File: config.mk
export PLATFORM = sky130hd
export DESIGN_NAME = jump_resolver
export DESIGN_NICKNAME = d
export VERILOG_FILES = /design/src/rtl/jr_pkg.sv /design/src/rtl/jr_decode.sv /design/src/rtl/jr_cond.sv /design/src/rtl/jr_target.sv /design/src/rtl/jump_resolver.sv
export SDC_FILE = /design/constraint.sdc
export NUM_CORES = 1
export LEC_CHECK = 0
export BUFFER_PORTS_ARGS = -buffer_cell sky130_fd_sc_hd__buf_2
export CAP_MARGIN = 0
export CORE_MARGIN = 8
export CORE_UTILIZATION = 54
export DETAILED_ROUTE_END_ITERATION = 10
export PLACE_DENSITY_LB_ADDON = 0.3
export SETUP_SLACK_MARGIN = 0.4
export SLEW_MARGIN = 20
export SYNTH_ARGS = -nofsm -noshare
export SYNTH_HDL_FRONTEND = slang
export SYNTH_HIERARCHICAL = 1
export SYNTH_SLANG_ARGS = --single-unit
File: constraint.sdc
create_clock -name clk -period 6.15 [get_ports clk]
set_input_delay 0.3075 -clock clk [delete_from_list [all_inputs] [get_ports clk]]
set_output_delay 0.3075 -clock clk [all_outputs]
set_load 0.1 [all_outputs]
File: src/rtl/jr_pkg.sv
package jr_pkg;

    typedef struct packed {
        logic lgt;
        logic agt;
        logic eq;
        logic cy;
        logic ov;
        logic par;
    } jr_flags_t;

    typedef enum logic [3:0] {
        JC_ALWAYS = 4'd0,
        JC_SLT    = 4'd1,
        JC_ULE    = 4'd2,
        JC_EQ     = 4'd3,
        JC_UGE    = 4'd4,
        JC_SGT    = 4'd5,
        JC_NE     = 4'd6,
        JC_NCY    = 4'd7,
        JC_CY     = 4'd8,
        JC_NOV    = 4'd9,
        JC_ULT    = 4'd10,
        JC_UGT    = 4'd11,
        JC_PAR    = 4'd12,
        JC_IO0    = 4'd13,
        JC_IO1    = 4'd14,
        JC_IO2    = 4'd15
    } jr_cond_e;

    localparam logic [3:0] JR_GROUP     = 4'h1;
    localparam logic [3:0] JR_LAST_JUMP = 4'd12;

    typedef struct packed {
        logic     is_jump;
        jr_cond_e cond;
        logic [7:0] disp;
    } jr_dec_t;

    function automatic logic jr_cond_met(jr_cond_e c, jr_flags_t f);
        logic m;
        case (c)
            JC_ALWAYS: m = 1'b1;
            JC_SLT:    m = ~f.agt & ~f.eq;
            JC_ULE:    m = ~f.lgt | f.eq;
            JC_EQ:     m = f.eq;
            JC_UGE:    m = f.lgt | f.eq;
            JC_SGT:    m = f.agt;
            JC_NE:     m = ~f.eq;
            JC_NCY:    m = ~f.cy;
            JC_CY:     m = f.cy;
            JC_NOV:    m = ~f.ov;
            JC_ULT:    m = ~f.lgt & ~f.eq;
            JC_UGT:    m = f.lgt & ~f.eq;
            JC_PAR:    m = f.par;
            default:   m = 1'b0;
        endcase
        return m;
    endfunction

endpackage

File: src/rtl/jr_decode.sv
module jr_decode
    import jr_pkg::*;
#(
    parameter int OP_W = 16
) (
    input  logic [OP_W-1:0] op,
    output jr_dec_t         dec
);
    logic [3:0] grp;
    logic [3:0] code;

    assign grp  = op[OP_W-1 -: 4];
    assign code = op[11:8];

    always_comb begin
        dec.cond    = jr_cond_e'(code);
        dec.disp    = op[7:0];
        dec.is_jump = (grp == JR_GROUP) && (code <= JR_LAST_JUMP);
    end
endmodule

File: src/rtl/jr_cond.sv
module jr_cond
    import jr_pkg::*;
(
    input  jr_dec_t   dec,
    input  jr_flags_t flags,
    output logic      met
);
    assign met = dec.is_jump & jr_cond_met(dec.cond, flags);
endmodule

File: src/rtl/jr_target.sv
module jr_target #(
    parameter int ADDR_W = 16
) (
    input  logic [ADDR_W-1:0] pc,
    input  logic [7:0]        disp,
    input  logic              take,
    output logic [ADDR_W-1:0] target
);
    localparam int EXT_W = ADDR_W - 9;

    logic [ADDR_W-1:0] offs;
    logic [ADDR_W-1:0] sum;
    logic [ADDR_W-1:0] nxt;

    assign offs   = {{EXT_W{disp[7]}}, disp, 1'b0};
    assign sum    = pc + offs;
    assign nxt    = take ? sum : pc;
    assign target = {nxt[ADDR_W-1:1], 1'b0};
endmodule

File: src/rtl/jump_resolver.sv
module jump_resolver
    import jr_pkg::*;
#(
    parameter int ADDR_W    = 16,
    parameter int OP_W      = 16,
    parameter int CYC_W     = 4,
    parameter int BASE_CYC  = 8,
    parameter int TAKEN_CYC = 2,
    parameter bit REG_OUT   = 1'b1
) (
    input  logic              clk,
    input  logic              rst,
    input  logic [OP_W-1:0]   op_word,
    input  logic [ADDR_W-1:0] pc_inc,
    input  logic              flag_lgt,
    input  logic              flag_agt,
    input  logic              flag_eq,
    input  logic              flag_cy,
    input  logic              flag_ov,
    input  logic              flag_par,
    output logic              is_jump,
    output logic              taken,
    output logic [ADDR_W-1:0] target_pc,
    output logic [CYC_W-1:0]  cycle_cnt
);
    localparam logic [CYC_W-1:0] CYC_NT = CYC_W'(BASE_CYC);
    localparam logic [CYC_W-1:0] CYC_TK = CYC_W'(BASE_CYC + TAKEN_CYC);

    jr_flags_t         flags;
    jr_dec_t           dec;
    logic              met;
    logic [ADDR_W-1:0] tgt;
    logic [CYC_W-1:0]  cyc;

    assign flags = '{lgt: flag_lgt, agt: flag_agt, eq: flag_eq,
                     cy: flag_cy, ov: flag_ov, par: flag_par};

    jr_decode #(.OP_W(OP_W)) u_dec (
        .op  (op_word),
        .dec (dec)
    );

    jr_cond u_cond (
        .dec   (dec),
        .flags (flags),
        .met   (met)
    );

    jr_target #(.ADDR_W(ADDR_W)) u_tgt (
        .pc     (pc_inc),
        .disp   (dec.disp),
        .take   (met),
        .target (tgt)
    );

    assign cyc = !dec.is_jump ? '0 : (met ? CYC_TK : CYC_NT);

    generate
        if (REG_OUT) begin : g_reg
            always_ff @(posedge clk) begin
                if (rst) begin
                    is_jump   <= 1'b0;
                    taken     <= 1'b0;
                    target_pc <= '0;
                    cycle_cnt <= '0;
                end else begin
                    is_jump   <= dec.is_jump;
                    taken     <= met;
                    target_pc <= tgt;
                    cycle_cnt <= cyc;
                end
            end
        end else begin : g_comb
            assign is_jump   = dec.is_jump;
            assign taken     = met;
            assign target_pc = tgt;
            assign cycle_cnt = cyc;
        end
    endgenerate
endmodule

======== After elaboration in Yosys (flattened, before gate mapping) ========
Index checks and enable logic that the tools add are counted.
word-level totals
  flip-flop bits (word level) ............. 22
  input bits .............................. 40
  output and inout bits ................... 22
  word-level logic and storage cells ...... 38
cells by class
  add/sub/neg operators ................... 1
  magnitude comparators ................... 1
  equal/unequal tests ..................... 13
  multiplexer cells ....................... 3
  bitwise gates (word level) .............. 12
  reductions and logical operators ........ 3
operator list
  operator                                       count
  == test 4 bit, second input constant           5
  adder 16 bit                                   1
  == test 4 x 3 -> 1 bit, second input constant  4
  two-way mux 16 bit                             1
  case mux 1 bit (13 select lines)               1
  == test 4 x 1 -> 1 bit, second input constant  2
  == test 4 x 2 -> 1 bit, second input constant  2
  NOT 1 bit                                      6
  bitwise AND 1 bit                              4
  <= comparator 4 bit, second input constant     1
  logical NOT 4 bit                              1
  two-way mux 2 bit                              1
  OR 1 bit                                       2
  OR reduction 2 bit                             1
  logical AND 1 bit                              1

======== Longest topological paths before layout ========
  depth after elaboration ................. 5
  mapped depth ............................ 11
  gate-level depth less buffers ........... 10

======== Modules after synthesis ========
The synthesis kept the hierarchy.
by module, submodules not included
  module         instances  cells an instance  area an instance (µm²)
  jr_target      1          115                904.6
  jump_resolver  1          45                 563.0
  jr_cond        1          20                 126.4
  jr_decode      1          15                 111.4

======== Least setup slack after synthesis ========
Ideal clock, no wire load.
  path type ............................... input port to flip-flop
  start ................................... in op_word[0]
  end ..................................... reg target_pc[13]
  arrival ................................. 2.211 ns
  setup slack ............................. 3.826 ns
  cell stages on the path ................. 11
  path through ............................ buf_4 -> ha_1 -> inv_1 -> fa_1 -> nor2b_1 -> o211ai_1 -> a31oi_1 -> a41oi_1 -> xnor2_1 -> mux2_2 -> nor2b_1
between the ends
  cells in the longest elaborated chain, start to end .. 2
RTL lines
  what                  RTL line             source
  start, declared       jump_resolver.sv:13  input logic [OP_W-1:0] op_word,
  adder 16 bit          jr_target.sv:16      assign sum = pc + offs;
  two-way mux 16 bit    jr_target.sv:17      assign nxt = take ? sum : pc;
  net tgt[13]           jump_resolver.sv:32  logic [ADDR_W-1:0] tgt;
  end signal, assigned  jump_resolver.sv:69  target_pc <= tgt;
  end, declared         jump_resolver.sv:23  output logic [ADDR_W-1:0] target_pc,
The timed path passes the listed nets, and every way through them passes these cells.
A chain may end at the register's enable or synchronous reset.

==> run summary <==
status - finished clean
Inst Count DP - 277
Final Hold Fails - 0
Initial Util - 56.3%
complex-gate fraction of the synthesized area - 17.8%
# hold bufs at CTS - 0
Avg Inst Size Synth - 8.75 um2
Max Cap Viol - 0
Placement Setup Slack - 3.46 ns
ys flop type - dfxtp_1
Critical Path Fanout Max - 20
Final ANT Viol Nets - 0
H-tree levels - 1
setup TNS - 0 ns
Worst setup SP type - primary input
Die ar. - 5210 um2
vias in the first global route - 1393
GRT Total Usage - 13.5%
peak supply drop - 0.0867 mV
Wirelength per Cell - 12.6 um
Slew @ Worst Pin - 1.04 ns
fin. max-slew vios - 0
DRC - 0
Mapped Cells - 195
PnR worst setup slack - 3.76 ns
main combinational cell family by area after synthesis - simple AND/OR/NAND/NOR gates
largest area contributor in the netlist - dfxtp_1
routability cong. - 0.816
Crit path required time - 6.37 ns
Final #Nets - 293
Synth top area share - 23.5%
total I/O pin count - 62
Peak Freq - 419 MHz
CTS tree - built
first-pass GRT wire length - 5.83 mm
PortBufs - 58
ys async rst share - 0%
root buffer cell - clkbuf_4
Layout area overhead - 13.4%
Synth Area in Simple Gates - 23.3%
Post-Synth Adder-Cell Area - 11.4%
first drt pass iteration count - 4
unique cell type count in the Yosys netlist - 51
vias per std cell - 5.21
Cell Area, Synth - 1710 um2
TritonCTS Buffers - 3
post-synthesis mux area share - 8.73%
Synth area leaders - dfxtp_1, ha_1, nor2b_1
Iteration-0 DRC Markers - 87
final wirelength - 3.53 mm
total leakage power - 0.913 nW
worst hold path type - primary input to register
most common cell after layout, fill and taps aside - buf_2
Crit Path Class - primary input to register
Resize count post-CTS - 0
register area share after synthesis - 23.5%
Core ar. - 3030 um2
Hold Slack - 0.367 ns
fin crit period - 2.39 ns
Tot Pwr - 0.359 mW
layout cell share with drive strength beyond 1 - 34.3%
clock tree sinks - 20
Yosys warnings - 6
Die X - 72.2 um
number of enable flip-flop cells after synthesis - 0
fillers - 281
CP arrival - 2.61 ns
largest net degree at the start of global routing - 21
final setup fails - 0
placed wire-length estimate - 2.85 mm
final std cells w/o fill - 280
# diodes - 0
Clock Path Buffers - 2
RSZ-0062 raised after global routing - no
power per cell area - 186 nW/um2
period utilization - 38.8%
via count - 1458
FF+latch count, synth - 20
post-CTS setup repair buffer count - 0
row count - 20
XOR/XNOR Fraction of Synth Area - 5.14%
DIE HEIGHT - 72.2 um
Worst-path clk slew - 0.10 ns
Crit. End Element - register
initial antenna violation count - 0
max_slew headroom - 30.9%
grt total ovfl - 0
commonest non-fill, non-tap cells in the layout - buf_2, nor2b_1, dfxtp_1
-- stage by stage --
step           utilization [%]  area, um2
3_5_place_dp              63.1       1910
5_1_grt                   63.9       1930
3_3_place_gp              63.1       1910
2_1_floorplan                -       1710
4_1_cts                   63.9       1930
6_report                  63.9       1930
-- report_power, final --
part	internal, mW	switching, mW
Sequential	0.136	0.00134
Clock	0.0227	0.0349
Combinational	0.0571	0.107
-- cell families after synthesis --
group | Yosys count
and+or+nand+nor | 66
AOI/OAI and AO/OA | 43
buffers and inverters | 26
DFF | 20
adders and majority gates | 15
muxes | 13
xor gates and xnor gates | 10
other | 2
-- registers in the layout (all words and copies together), names as in the netlist --
name and count:
cycle_cnt 2, is_jump 1, taken 1, target_pc 16
-- worst paths after layout --
path                  startpoint            end  slack, ns  cells after the start
worst max-delay path  op_word[8]  target_pc[15]       3.76                     10
worst min-delay path   pc_inc[4]   target_pc[4]       0.37                      3
-- cell type report --
type	instances	area, um2	area share, %
sequential	20	400	20.7
timing repair buffer	58	290	15.0
inverter	5	18.8	0.970
multi-input combinational	150	1150	59.3
tap	44	55.1	2.85
clock buffer	3	22.5	1.16
-- synthesized netlist by cell type, drive strengths merged, types with 2 or more instances --
library cell  number
nand4              3
conb               2
buf               19
clkbuf             2
inv                5
a31oi              3
nor2               6
nor2b             27
nor3               2
nand2b             2
a21oi             12
nand2             10
ha                14
a221o              2
o211ai             4
o21a               4
xnor2             10
mux2              12
dfxtp             20
nor3b              2
a21o               3
and3               3
o21ai              6
and2               2
-- per-layer routing --
| metal | vias to the layer above | part of all wire [%] | global-route usage [%] |
|---|---|---|---|
| met4 | 0 | 0.96 | 6.12 |
| met1 | 651 | 44 | 15.6 |
| met2 | 43 | 50 | 24.0 |
| met3 | 2 | 5.2 | 1.93 |
| met5 | - | 0 | 0 |
| li1 | 762 | - | - |
-- critical path, stage by stage --
cell and delay (ns):
buf_2 0.15, o211ai_1 0.17, and4b_1 0.25, o21ai_0 0.11, a21oi_2 0.76, nand3b_1 0.22, a211oi_1 0.33, nor3_1 0.09
nand4_1 0.09, nor2b_1 0.12
Power figures use the tool's default switching activity.
